<file path="config.mk">
export PLATFORM = sky130hd
export DESIGN_NAME = pwr_watch_ctrl
export DESIGN_NICKNAME = d
export VERILOG_FILES = /design/src/rtl/pwr_pkg.sv /design/src/rtl/pwr_wake_qual.sv /design/src/rtl/pwr_settle_cnt.sv /design/src/rtl/pwr_clk_gate.sv /design/src/rtl/pwr_watch_ctrl.sv
export SDC_FILE = /design/constraint.sdc
export NUM_CORES = 1
export LEC_CHECK = 0
export ABC_AREA = 1
export BUFFER_PORTS_ARGS = -buffer_cell sky130_fd_sc_hd__buf_4
export CORE_MARGIN = 2
export CORE_UTILIZATION = 35
export CTS_BUF_LIST = sky130_fd_sc_hd__clkbuf_4 sky130_fd_sc_hd__clkbuf_8
export CTS_CLUSTER_DIAMETER = 100
export DETAILED_ROUTE_END_ITERATION = 8
export GPL_TIMING_DRIVEN = 0
export PLACE_DENSITY = 0.6
export SLEW_MARGIN = 40
export SYNTH_ARGS = -nofsm -noshare
export SYNTH_HDL_FRONTEND = slang
export SYNTH_HIERARCHICAL = 1
export SYNTH_SLANG_ARGS = --single-unit
</file>
<file path="constraint.sdc">
create_clock -name clk -period 2.57 [get_ports clk]
set_input_delay 0.257 -clock clk [delete_from_list [all_inputs] [get_ports clk]]
set_output_delay 0.257 -clock clk [all_outputs]
set_load 0.02 [all_outputs]
</file>
<file path="src/rtl/pwr_pkg.sv">
package pwr_pkg;

  typedef enum logic [1:0] {
    MODE_HS    = 2'b00,
    MODE_MS    = 2'b01,
    MODE_SUB   = 2'b10,
    MODE_WATCH = 2'b11
  } mode_e;

  typedef enum logic [2:0] {
    ST_HS,
    ST_MS,
    ST_SUB,
    ST_WATCH,
    ST_SETTLE
  } pstate_e;

  // peripheral enable bit positions
  localparam int PE_TMR_A = 0;
  localparam int PE_TMR_F = 1;
  localparam int PE_TMR_G = 2;
  localparam int PE_EVCNT = 3;
  localparam int PE_LCD   = 4;

  // settling interval in reference clocks for a 3-bit code
  function automatic int unsigned settle_cycles(input logic [2:0] code);
    int unsigned n;
    case (code)
      3'd5:    n = 2;
      3'd6:    n = 8;
      3'd7:    n = 16;
      default: n = 32'd1 << (13 + int'(code));
    endcase
    return n;
  endfunction

endpackage

</file>
<file path="src/rtl/pwr_wake_qual.sv">
module pwr_wake_qual #(
  parameter int N_WAKE = 12
) (
  input  logic [N_WAKE-1:0] req,
  input  logic [N_WAKE-1:0] en,
  input  logic              mask,
  output logic              hit
);
  logic [N_WAKE-1:0] live;

  always_comb begin
    live = req & en;
    hit  = !mask && (|live);
  end
endmodule

</file>
<file path="src/rtl/pwr_settle_cnt.sv">
module pwr_settle_cnt #(
  parameter int CNT_W = 18
) (
  input  logic             clk,
  input  logic             rst_n,
  input  logic             load,
  input  logic [CNT_W-1:0] load_val,
  input  logic             run,
  output logic             done
);
  logic [CNT_W-1:0] cnt_q, cnt_d;
  logic             cnt_ce;

  always_comb begin
    cnt_ce = load || (run && (cnt_q != '0));
    cnt_d  = load ? load_val : (cnt_q - 1'b1);
    done   = (cnt_q == '0);
  end

  always_ff @(posedge clk or negedge rst_n) begin
    if (!rst_n)      cnt_q <= '0;
    else if (cnt_ce) cnt_q <= cnt_d;
  end
endmodule

</file>
<file path="src/rtl/pwr_clk_gate.sv">
module pwr_clk_gate #(
  parameter int N_PERIPH = 8
) (
  input  logic                watch,
  input  logic                lcd_run,
  output logic [N_PERIPH-1:0] en
);
  import pwr_pkg::*;

  for (genvar i = 0; i < N_PERIPH; i++) begin : g_en
    if (i <= PE_EVCNT) begin : g_keep
      assign en[i] = 1'b1;
    end else if (i == PE_LCD) begin : g_lcd
      assign en[i] = watch ? lcd_run : 1'b1;
    end else begin : g_gate
      assign en[i] = !watch;
    end
  end
endmodule

</file>
<file path="src/rtl/pwr_watch_ctrl.sv">
module pwr_watch_ctrl
  import pwr_pkg::*;
#(
  parameter int N_WAKE   = 12,
  parameter int N_PERIPH = 8,
  parameter int CNT_W    = 18
) (
  input  logic                clk,
  input  logic                rst_n,
  input  logic                sleep_req,
  input  logic                stby_sel,
  input  logic                tmr_mode3,
  input  logic                lowspd_on,
  input  logic                medspd_on,
  input  logic [2:0]          settle_sel,
  input  logic                irq_mask,
  input  logic [N_WAKE-1:0]   wake_req,
  input  logic [N_WAKE-1:0]   wake_en,
  input  logic                lcd_run,
  output logic [1:0]          mode_o,
  output logic [N_PERIPH-1:0] clk_en_o,
  output logic                sysclk_en_o,
  output logic                exc_start_o
);
  // reset: asserted asynchronously, released on the clock
  logic [1:0] rs_q;
  logic       rst_n_s;

  always_ff @(posedge clk or negedge rst_n) begin
    if (!rst_n) rs_q <= '0;
    else        rs_q <= {rs_q[0], 1'b1};
  end
  assign rst_n_s = rs_q[1];

  pstate_e          st_q, st_d;
  mode_e            tgt_q, tgt_d;
  logic             exc_q, exc_d;
  logic             wake_hit, settle_done, settle_load, settling, in_watch;
  logic             tgt_ce;
  logic [CNT_W-1:0] settle_val;

  pwr_wake_qual #(.N_WAKE(N_WAKE)) u_qual (
    .req  (wake_req),
    .en   (wake_en),
    .mask (irq_mask),
    .hit  (wake_hit)
  );

  assign settle_val = CNT_W'(settle_cycles(settle_sel) - 32'd1);

  pwr_settle_cnt #(.CNT_W(CNT_W)) u_cnt (
    .clk      (clk),
    .rst_n    (rst_n_s),
    .load     (settle_load),
    .load_val (settle_val),
    .run      (settling),
    .done     (settle_done)
  );

  // next state
  always_comb begin
    st_d        = st_q;
    tgt_d       = tgt_q;
    tgt_ce      = 1'b0;
    exc_d       = 1'b0;
    settle_load = 1'b0;
    case (st_q)
      ST_HS, ST_MS, ST_SUB: begin
        if (sleep_req && stby_sel && tmr_mode3) st_d = ST_WATCH;
      end
      ST_WATCH: begin
        if (wake_hit) begin
          if (lowspd_on) begin
            st_d  = ST_SUB;
            exc_d = 1'b1;
          end else begin
            st_d        = ST_SETTLE;
            settle_load = 1'b1;
            tgt_ce      = 1'b1;
            tgt_d       = medspd_on ? MODE_MS : MODE_HS;
          end
        end
      end
      ST_SETTLE: begin
        if (settle_done) begin
          st_d  = (tgt_q == MODE_MS) ? ST_MS : ST_HS;
          exc_d = 1'b1;
        end
      end
      default: st_d = ST_HS;
    endcase
  end

  // registers
  always_ff @(posedge clk or negedge rst_n_s) begin
    if (!rst_n_s) begin
      st_q  <= ST_HS;
      exc_q <= 1'b0;
    end else begin
      st_q  <= st_d;
      exc_q <= exc_d;
    end
  end

  always_ff @(posedge clk or negedge rst_n_s) begin
    if (!rst_n_s)    tgt_q <= MODE_HS;
    else if (tgt_ce) tgt_q <= tgt_d;
  end

  // outputs
  assign settling = (st_q == ST_SETTLE);
  assign in_watch = (st_q == ST_WATCH) || settling;

  always_comb begin
    case (st_q)
      ST_MS:   mode_o = MODE_MS;
      ST_SUB:  mode_o = MODE_SUB;
      ST_HS:   mode_o = MODE_HS;
      default: mode_o = MODE_WATCH;
    endcase
  end

  assign sysclk_en_o = !in_watch;
  assign exc_start_o = exc_q;

  pwr_clk_gate #(.N_PERIPH(N_PERIPH)) u_gate (
    .watch   (in_watch),
    .lcd_run (lcd_run),
    .en      (clk_en_o)
  );
endmodule

</file>
==> results.md, run 1 <==
- Row count: 30
- Slew @ Worst Pin: 0.5297 ns
- Place WS: 0.1948 ns
- CP max-delay cell: dfrtp_1
- Final WL: 6059 um
- Detail Route Antenna Nets: 0
- Final worst setup slack: 0.3594 ns
- Post-synth EDFFs: 0
- Leak pwr: between 1.5 and 2 nW
- Layout cell share with drive strength beyond 1: 25.22%
- Vias per Instance: roughly 4.6
- Count leader, synth: nand2_1
- Vias in the first global route: 2446
- Area of the core: between 6000 and 7000 um^2
- N_diodes: 0
- Pin count of the biggest net entering global routing: 24
- Final GP Congestion: between 0.8 and 0.9
- Reg-to-Reg End: st_q[1]
- Die height: 88.75 um
- Clock Tree Buf Depth: 2
- Delay of the slowest critical-path stage: 0.39 ns
- FF-to-FF path depth: 10
- Crit path kind: register to register
- DRC viols: 0
- Worst path cell trace: inv_1 > ha_1 > nand3_4 > nor2_4 > nand2_1 > nor4_2 > nor2_1 > a211oi_2 > o21ai_0 > o21ai_0
- Top cells by count, synth: nand2_1, nor2_1, inv_1
- Synth Instances: 401
- Relative max-transition margin: 64.69%
- Cell variety after synth: 35
- CTS tree: built
- Top cell type's share of synthesized area: 24.89%
- Starting Density: 36.59%
- Fin crit share: a little under nine tenths
- WP data arrival: ~2.4 ns
- Critical path launch point type: register
- Worst Hold Path Cells: 3
- RSZ-0062 raised after global routing: no
- Post-DP HPWL: 4925 um
- PortBufs: 43
- First-pass GRT wire length: 10780 um
- Avg Inst Size Synth: 6.268 um^2
- Total global-route track usage: 16.86%
- Vias: approximately 2500
- Top Ports: 48
- Die area: 7876 um^2
- Layout area overhead: 20.81%
- Reg2Reg Launch Point: u_cnt/cnt_q[0]
- Core Util, Final: 44.21%
- Clock latency on the worst-skew pair: 0.28 ns
- Sink Count: 25
- Hold-critical path endpoint: tgt_q[0]
- Initial antenna violation count: 0
- Root Driver: clkbuf_8
- #FFs+latches synth: 25
- TNS Setup: 0 ns
- Worst reg2reg setup slack: around 0.36 ns
- MaxCap Viol Count: 0
- Area leader, netlist: dfrtp_1
- Most frequent CP cell: o21ai_0
- Post-synth top flop: dfrtp_1
- Global route overflow: 0
- CP delay by family, top: simple AND/OR/NAND/NOR gates
- Final-report hold violation count: 0
- Maximum fanout along the worst path: 7
- Yosys warning count: 6
- Synth area leaders: dfrtp_1, nand2_1, nand3_1
- DR pass1 iterations: 7
- Fmax: 0.4524 GHz
- Setup crit start: u_cnt/cnt_q[0]
- Post-Synthesis Cell Area: roughly 2500 um^2
- H-tree depth: 1
- Buf/Inv on CP: 1
- Num CTS Buffers: 3
- Sequential share of the synthesized area: between 20% and 30%
- Fin crit period: 2.211 ns
- Clk pin slew, worst setup/hold paths: 0.09 ns
- WP data required: 2.76 ns
- Peak VDD IR: between 0.00015 and 0.0002 V
- Outcome: completed
- # setup viols final: 0
- First-iteration detailed-routing DRC count: roughly 140
- Wire length per cell: 11.06 um
- Ys async rst share: 100.0%
- Nets: a little under 500
- HP Start: medspd_on
- Slew Viols, Final: 0
- Clock Skew: 0.008812 ns
- Setup crit end kind: register
- Power per cell area: around 800 nW/um^2
- Die Wd: 88.75 um
- Hold Crit Class: input pin to register
-- per-stage QoR --
stage	power, mW	hold slack, ns	instance area, um^2	instances
after floorplan	1.864	-0.03859	2525	404
after global placement	2.224	0.03914	2968	543
after detailed placement	2.250	0.04017	2969	543
after CTS	2.502	0.2129	3025	548
after global routing	2.783	0.2230	3037	548
final	2.504	0.2078	3037	548
-- logic make-up after synthesis --
family          synth area share, %
buf+inv                       11.55
xor+xnor                     0.3485
other cells                  0.2988
compound gates                7.666
fa+ha+maj                     1.991
flops                         24.89
simple gates                  53.26
-- sequential cells by signal, indices dropped and copies added, names as in the netlist --
| register | flops |
|---|---|
| u_cnt/cnt_q | 18 |
| st_q | 3 |
| tgt_q | 1 |
| exc_start_o | 1 |
| rs_q | 2 |
-- worst register-to-register path: cells and delay by family, from the launching register on --
| family | cells | cell delay (ns) |
|---|---|---|
| fa+ha+maj | 1 | 0.25 |
| simple gates | 5 | 0.88 |
| buf+inv | 1 | 0.14 |
| flops | 1 | 0.39 |
| compound gates | 3 | 0.48 |
-- layer usage --
layer	GRT usage, %	wire [um]
met1	22.18	2941
met2	30.12	2822
met3	1.119	235
met4	3.857	59
met5	0	0
-- what timing repair did --
item | CTS | global route
setup endpoints to repair | 0 | 2
setup buffers | 0 | 0
hold buffers | 1 | 0
hold endpoints to repair | 2 | 0
gates resized for setup | 0 | 2
-- cell usage in the layout, fill, tap and decap left out, types with 2 or more instances in the layout --
cell type | synthesis | routed
nand2_1 | 134 | 134
dfrtp_1 | 25 | 24
buf_4 | 6 | 49
nand3_2 | 7 | 7
nand3_4 | 3 | 3
nor2_2 | 5 | 5
nand3b_1 | 2 | 2
inv_1 | 43 | 43
nor3_1 | 8 | 8
o21ai_0 | 14 | 14
ha_1 | 4 | 4
nand3_1 | 40 | 40
nand4_1 | 3 | 3
nor2_4 | 6 | 6
buf_6 | 2 | 2
clkbuf_1 | 4 | 4
conb_1 | 2 | 5
a21oi_1 | 3 | 3
inv_2 | 6 | 6
o21ai_2 | 8 | 8
nand2_2 | 15 | 15
clkbuf_8 | 0 | 3
nand2_4 | 3 | 3
nor2_1 | 46 | 46
-- worst max-delay path by stage --
| stage | end | cells past startpoint |
|---|---|---|
| final | st_q[1] | 10 |
| after global placement | st_q[1] | 10 |
| after global routing | st_q[0] | 10 |
| after floorplan | st_q[0] | 10 |
| after detailed placement | st_q[1] | 10 |
| after CTS | st_q[1] | 10 |
-- power by group --
| group | internal, mW | switching [mW] | total, mW |
|---|---|---|---|
| combinational | 0.588 | 0.950 | 1.54 |
| clock | 0.109 | 0.138 | 0.247 |
| sequential | 0.546 | 0.172 | 0.718 |
| total | 1.24 | 1.26 | 2.50 |
-- area by class of cell --
class | count | area, um^2
flip-flops and latches | 25 | 626.9
multi-input cells | 316 | 1620
inverters | 50 | 187.7
fillers | 745 | 3832
repair buffers | 44 | 332.8
well taps | 96 | 120.1
plain buffers | 13 | 102.6
clock buffers | 3 | 41.29
clock inverters | 1 | 5.005
(Power assumes the default switching activity.)
==> run 2, diff against run 1 <==
CELL_PAD_IN_SITES_DETAIL_PLACEMENT = 1   (was default)
CELL_PAD_IN_SITES_GLOBAL_PLACEMENT = 2   (was default)
CORE_UTILIZATION = 33   (was 35)
PLACE_DENSITY = 0.94   (was 0.6)
==> run 2 against run 1 <==
Sequential power grew 0.8%. Non-clock buffer count unchanged. Cell count up 0.55%. Register-to-register slack got worse by 0.04 ns. Die area grew 5.8%. Design area about the same. Critical endpoint unchanged.
==> results.md, run 2 (synthesis gave the netlist of run 1 again) <==
- Outcome: completed
- Leak pwr: 1.647 nW (about the same)
- Peak VDD IR: 0.0002303 V (+20%)
- Vias per Instance: 4.779 (+3.6%)
- Area of the core: 7331 um^2 (+6.7%)
- Power per cell area: 845.0 nW/um^2 (+2.5%)
- Commonest non-fill, non-tap cell in the layout: nand2_1
- CP delay by family, top: simple AND/OR/NAND/NOR gates
- Critical path launch point type: register
- Grt met3 use: 1.743% (+0.62 points)
- H-tree depth: 1 (unchanged)
- Root Driver: clkbuf_8
- Top Registers: u_cnt/cnt_q x18, st_q x3, rs_q x2
- Detail Route Antenna Nets: 0 (unchanged)
- First-pass GRT wire length: 12770 um (+18%)
- GRT busiest layer: met2
- Met2 GRT Util: 36.17% (+6.1 points)
- HP Start: medspd_on
- MaxCap Viol Count: 0 (unchanged)
- Most frequent cells in the layout: nand2_1, buf_4, nor2_1
- Die height: 91.28 um (+2.9%)
- Most frequent CP cell: o21ai_0
- Delay of the slowest critical-path stage: 0.39 ns (about the same)
- Relative max-transition margin: 63.75% (-0.94 points)
- Maximum fanout along the worst path: 7 (unchanged)
- Worst reg2reg setup slack: 0.32 ns (-0.04 ns)
- Slew Viols, Final: 0 (unchanged)
- Clock latency on the worst-skew pair: 0.28 ns (about the same)
- CTS tree: built
- Nets: 493 (unchanged)
- Die Wd: 91.28 um (+2.9%)
- Reg-to-Reg End: st_q[1]
- First-iteration detailed-routing DRC count: 86 (-38%)
- Post-DP HPWL: 6032 um (+22%)
- Clock Tree Buf Depth: 2 (unchanged)
- Top Ports: 48 (unchanged)
- Tot Pwr: 2.567 mW (+2.5%)
- Vias: 2633 (+4.2%)
- Final GP Congestion: 0.7911 (-9.5%)
- Post-CTS setup buffers: 0 (unchanged)
- Hold Crit Class: input pin to register
- Num CTS Buffers: 3 (unchanged)
- Layout area overhead: 20.86% (about the same)
- TNS Setup: 0 ns (unchanged)
- Place WS: 0.1475 ns (-0.04732 ns)
- Clock Skew: 0.003237 ns (-0.005575 ns)
- DRC viols: 0 (unchanged)
- Fmax: 0.4442 GHz (-1.8%)
- Total global-route track usage: 18.31% (+1.4 points)
- Global route overflow: 0 (unchanged)
- N_diodes: 0 (unchanged)
- CP max-delay cell: dfrtp_1
- WP data arrival: 2.45 ns (+0.05 ns)
- Layout cell share with drive strength beyond 1: 25.00% (-0.22 points)
- # setup viols final: 0 (unchanged)
- Vias in the first global route: 2839 (+16%)
- Fin crit period: 2.251 ns (+0.04052 ns)
- Filler cell count: 962 (+29%)
- PortBufs: 43 (unchanged)
- Met1 Usage GRT: 21.44% (-0.74 points)
- Die area: 8331 um^2 (+5.8%)
- Worst path cell trace: inv_1 > ha_1 > nand3_4 > nor2_4 > nand2_1 > nor4_2 > nor2_1 > a211oi_1 > o21ai_0 > o21ai_0
- Multi-input gate area in the final layout: 1615 um^2 (-0.31%)
- Sink Count: 25 (unchanged)
- Final-report hold violation count: 0 (unchanged)
- WP data required: 2.77 ns (about the same)
- Reg2Reg Launch Point: u_cnt/cnt_q[0]
- DR pass1 iterations: 4 (-3)
- Final worst setup slack: 0.3188 ns (-0.04052 ns)
- Row count: 31 (+3.3%)
- RSZ-0062 raised after global routing: no
- Fin crit share: 87.59% (+1.6 points)
- FF-to-FF path depth: 10 (unchanged)
- Slew @ Worst Pin: 0.5438 ns (+0.01410 ns)
- Wire length per cell: 13.19 um (+19%)
- Hold-critical path endpoint: tgt_q[0]
- Post-placement cell area: 2973 um^2 (+0.13%)
- Pin count of the biggest net entering global routing: 24 (unchanged)
- Starting Density: 34.29% (-2.3 points)
- Register Area: 626.9 um^2 (unchanged)
- Setup crit end kind: register
- Clk pin slew, worst setup/hold paths: 0.09 ns (about the same)
- Crit path kind: register to register
- Initial antenna violation count: 0 (unchanged)
- Final WL: 7266 um (+20%)
- Reg with most FFs: u_cnt/cnt_q
- Worst Hold Path Cells: 3 (unchanged)
- Final instance area: 3038 um^2 (about the same)
- Buf/Inv on CP: 1 (unchanged)
- Max reg flops: 18 (unchanged)
[run 2: cell types whose count changed in the layout (fill, tap and decap cells not counted), sizes merged]
cell / before / now
clkbuf: 7 / 8
clkinv: 2 / 1
[run 2: metrics by stage]
| stage | hold slack [ns] | cells | utilization [%] |
|---|---|---|---|
| 2_1_floorplan | -0.03859 | 404 | - |
| 3_3_place_gp | 0.03866 | 546 | 40.54 |
| 3_5_place_dp | 0.04129 | 546 | 40.55 |
| 4_1_cts | 0.1884 | 551 | 41.36 |
| 5_1_grt | 0.2135 | 551 | 41.44 |
| 6_report | 0.1860 | 551 | 41.44 |
[run 2: how the worst max path moves through the flow]
stage,cells after the start,from,slack (ns),to
after global routing,10,u_cnt/cnt_q[0],0.08,st_q[1]
after global placement,10,u_cnt/cnt_q[0],0.16,st_q[1]
after CTS,10,u_cnt/cnt_q[0],0.14,st_q[1]
final,10,u_cnt/cnt_q[0],0.32,st_q[1]
after floorplan,10,u_cnt/cnt_q[0],0.63,st_q[0]
after detailed placement,13,settle_sel[1],0.15,u_cnt/cnt_q[14]
[run 2: area by class of cell]
type / instances / area share (%)
multi-input combinational: 316 / 53.17
sequential: 25 / 20.63
timing repair buffer: 44 / 10.96
inverter: 50 / 6.178
tap: 99 / 4.077
buffer: 13 / 3.377
clock buffer: 4 / 1.606
[run 2: layer usage]
layer	wire [um]	vias to the layer above
met2	3850	29
li1	-	1360
met5	0	-
met1	3211	1240
met4	43	0
met3	160	4
[run 2: what timing repair did]
| item | 4_1_cts | 5_1_grt |
|---|---|---|
| resized for setup | 0 | 1 |
| setup endpoints to repair | 0 | 2 |
| hold buffers | 1 | 0 |
| endpoints found under the hold margin | 2 | 0 |
[run 2: tightest hold or removal path, delay by kind of cell]
kind | cells | cell delay [ns]
buffers and inverters | 1 | 0.08
AOI/OAI and AO/OA | 1 | 0.06
and+or+nand+nor | 1 | 0.04
[run 2: where the power goes]
| group | total, mW | leakage (nW) | internal, mW | switching [mW] |
|---|---|---|---|---|
| logic | 1.59 | 1.30 | 0.586 | 1.00 |
| clock network | 0.257 | 0.0262 | 0.122 | 0.135 |
| registers | 0.724 | 0.317 | 0.546 | 0.178 |
| total | 2.57 | 1.65 | 1.25 | 1.31 |
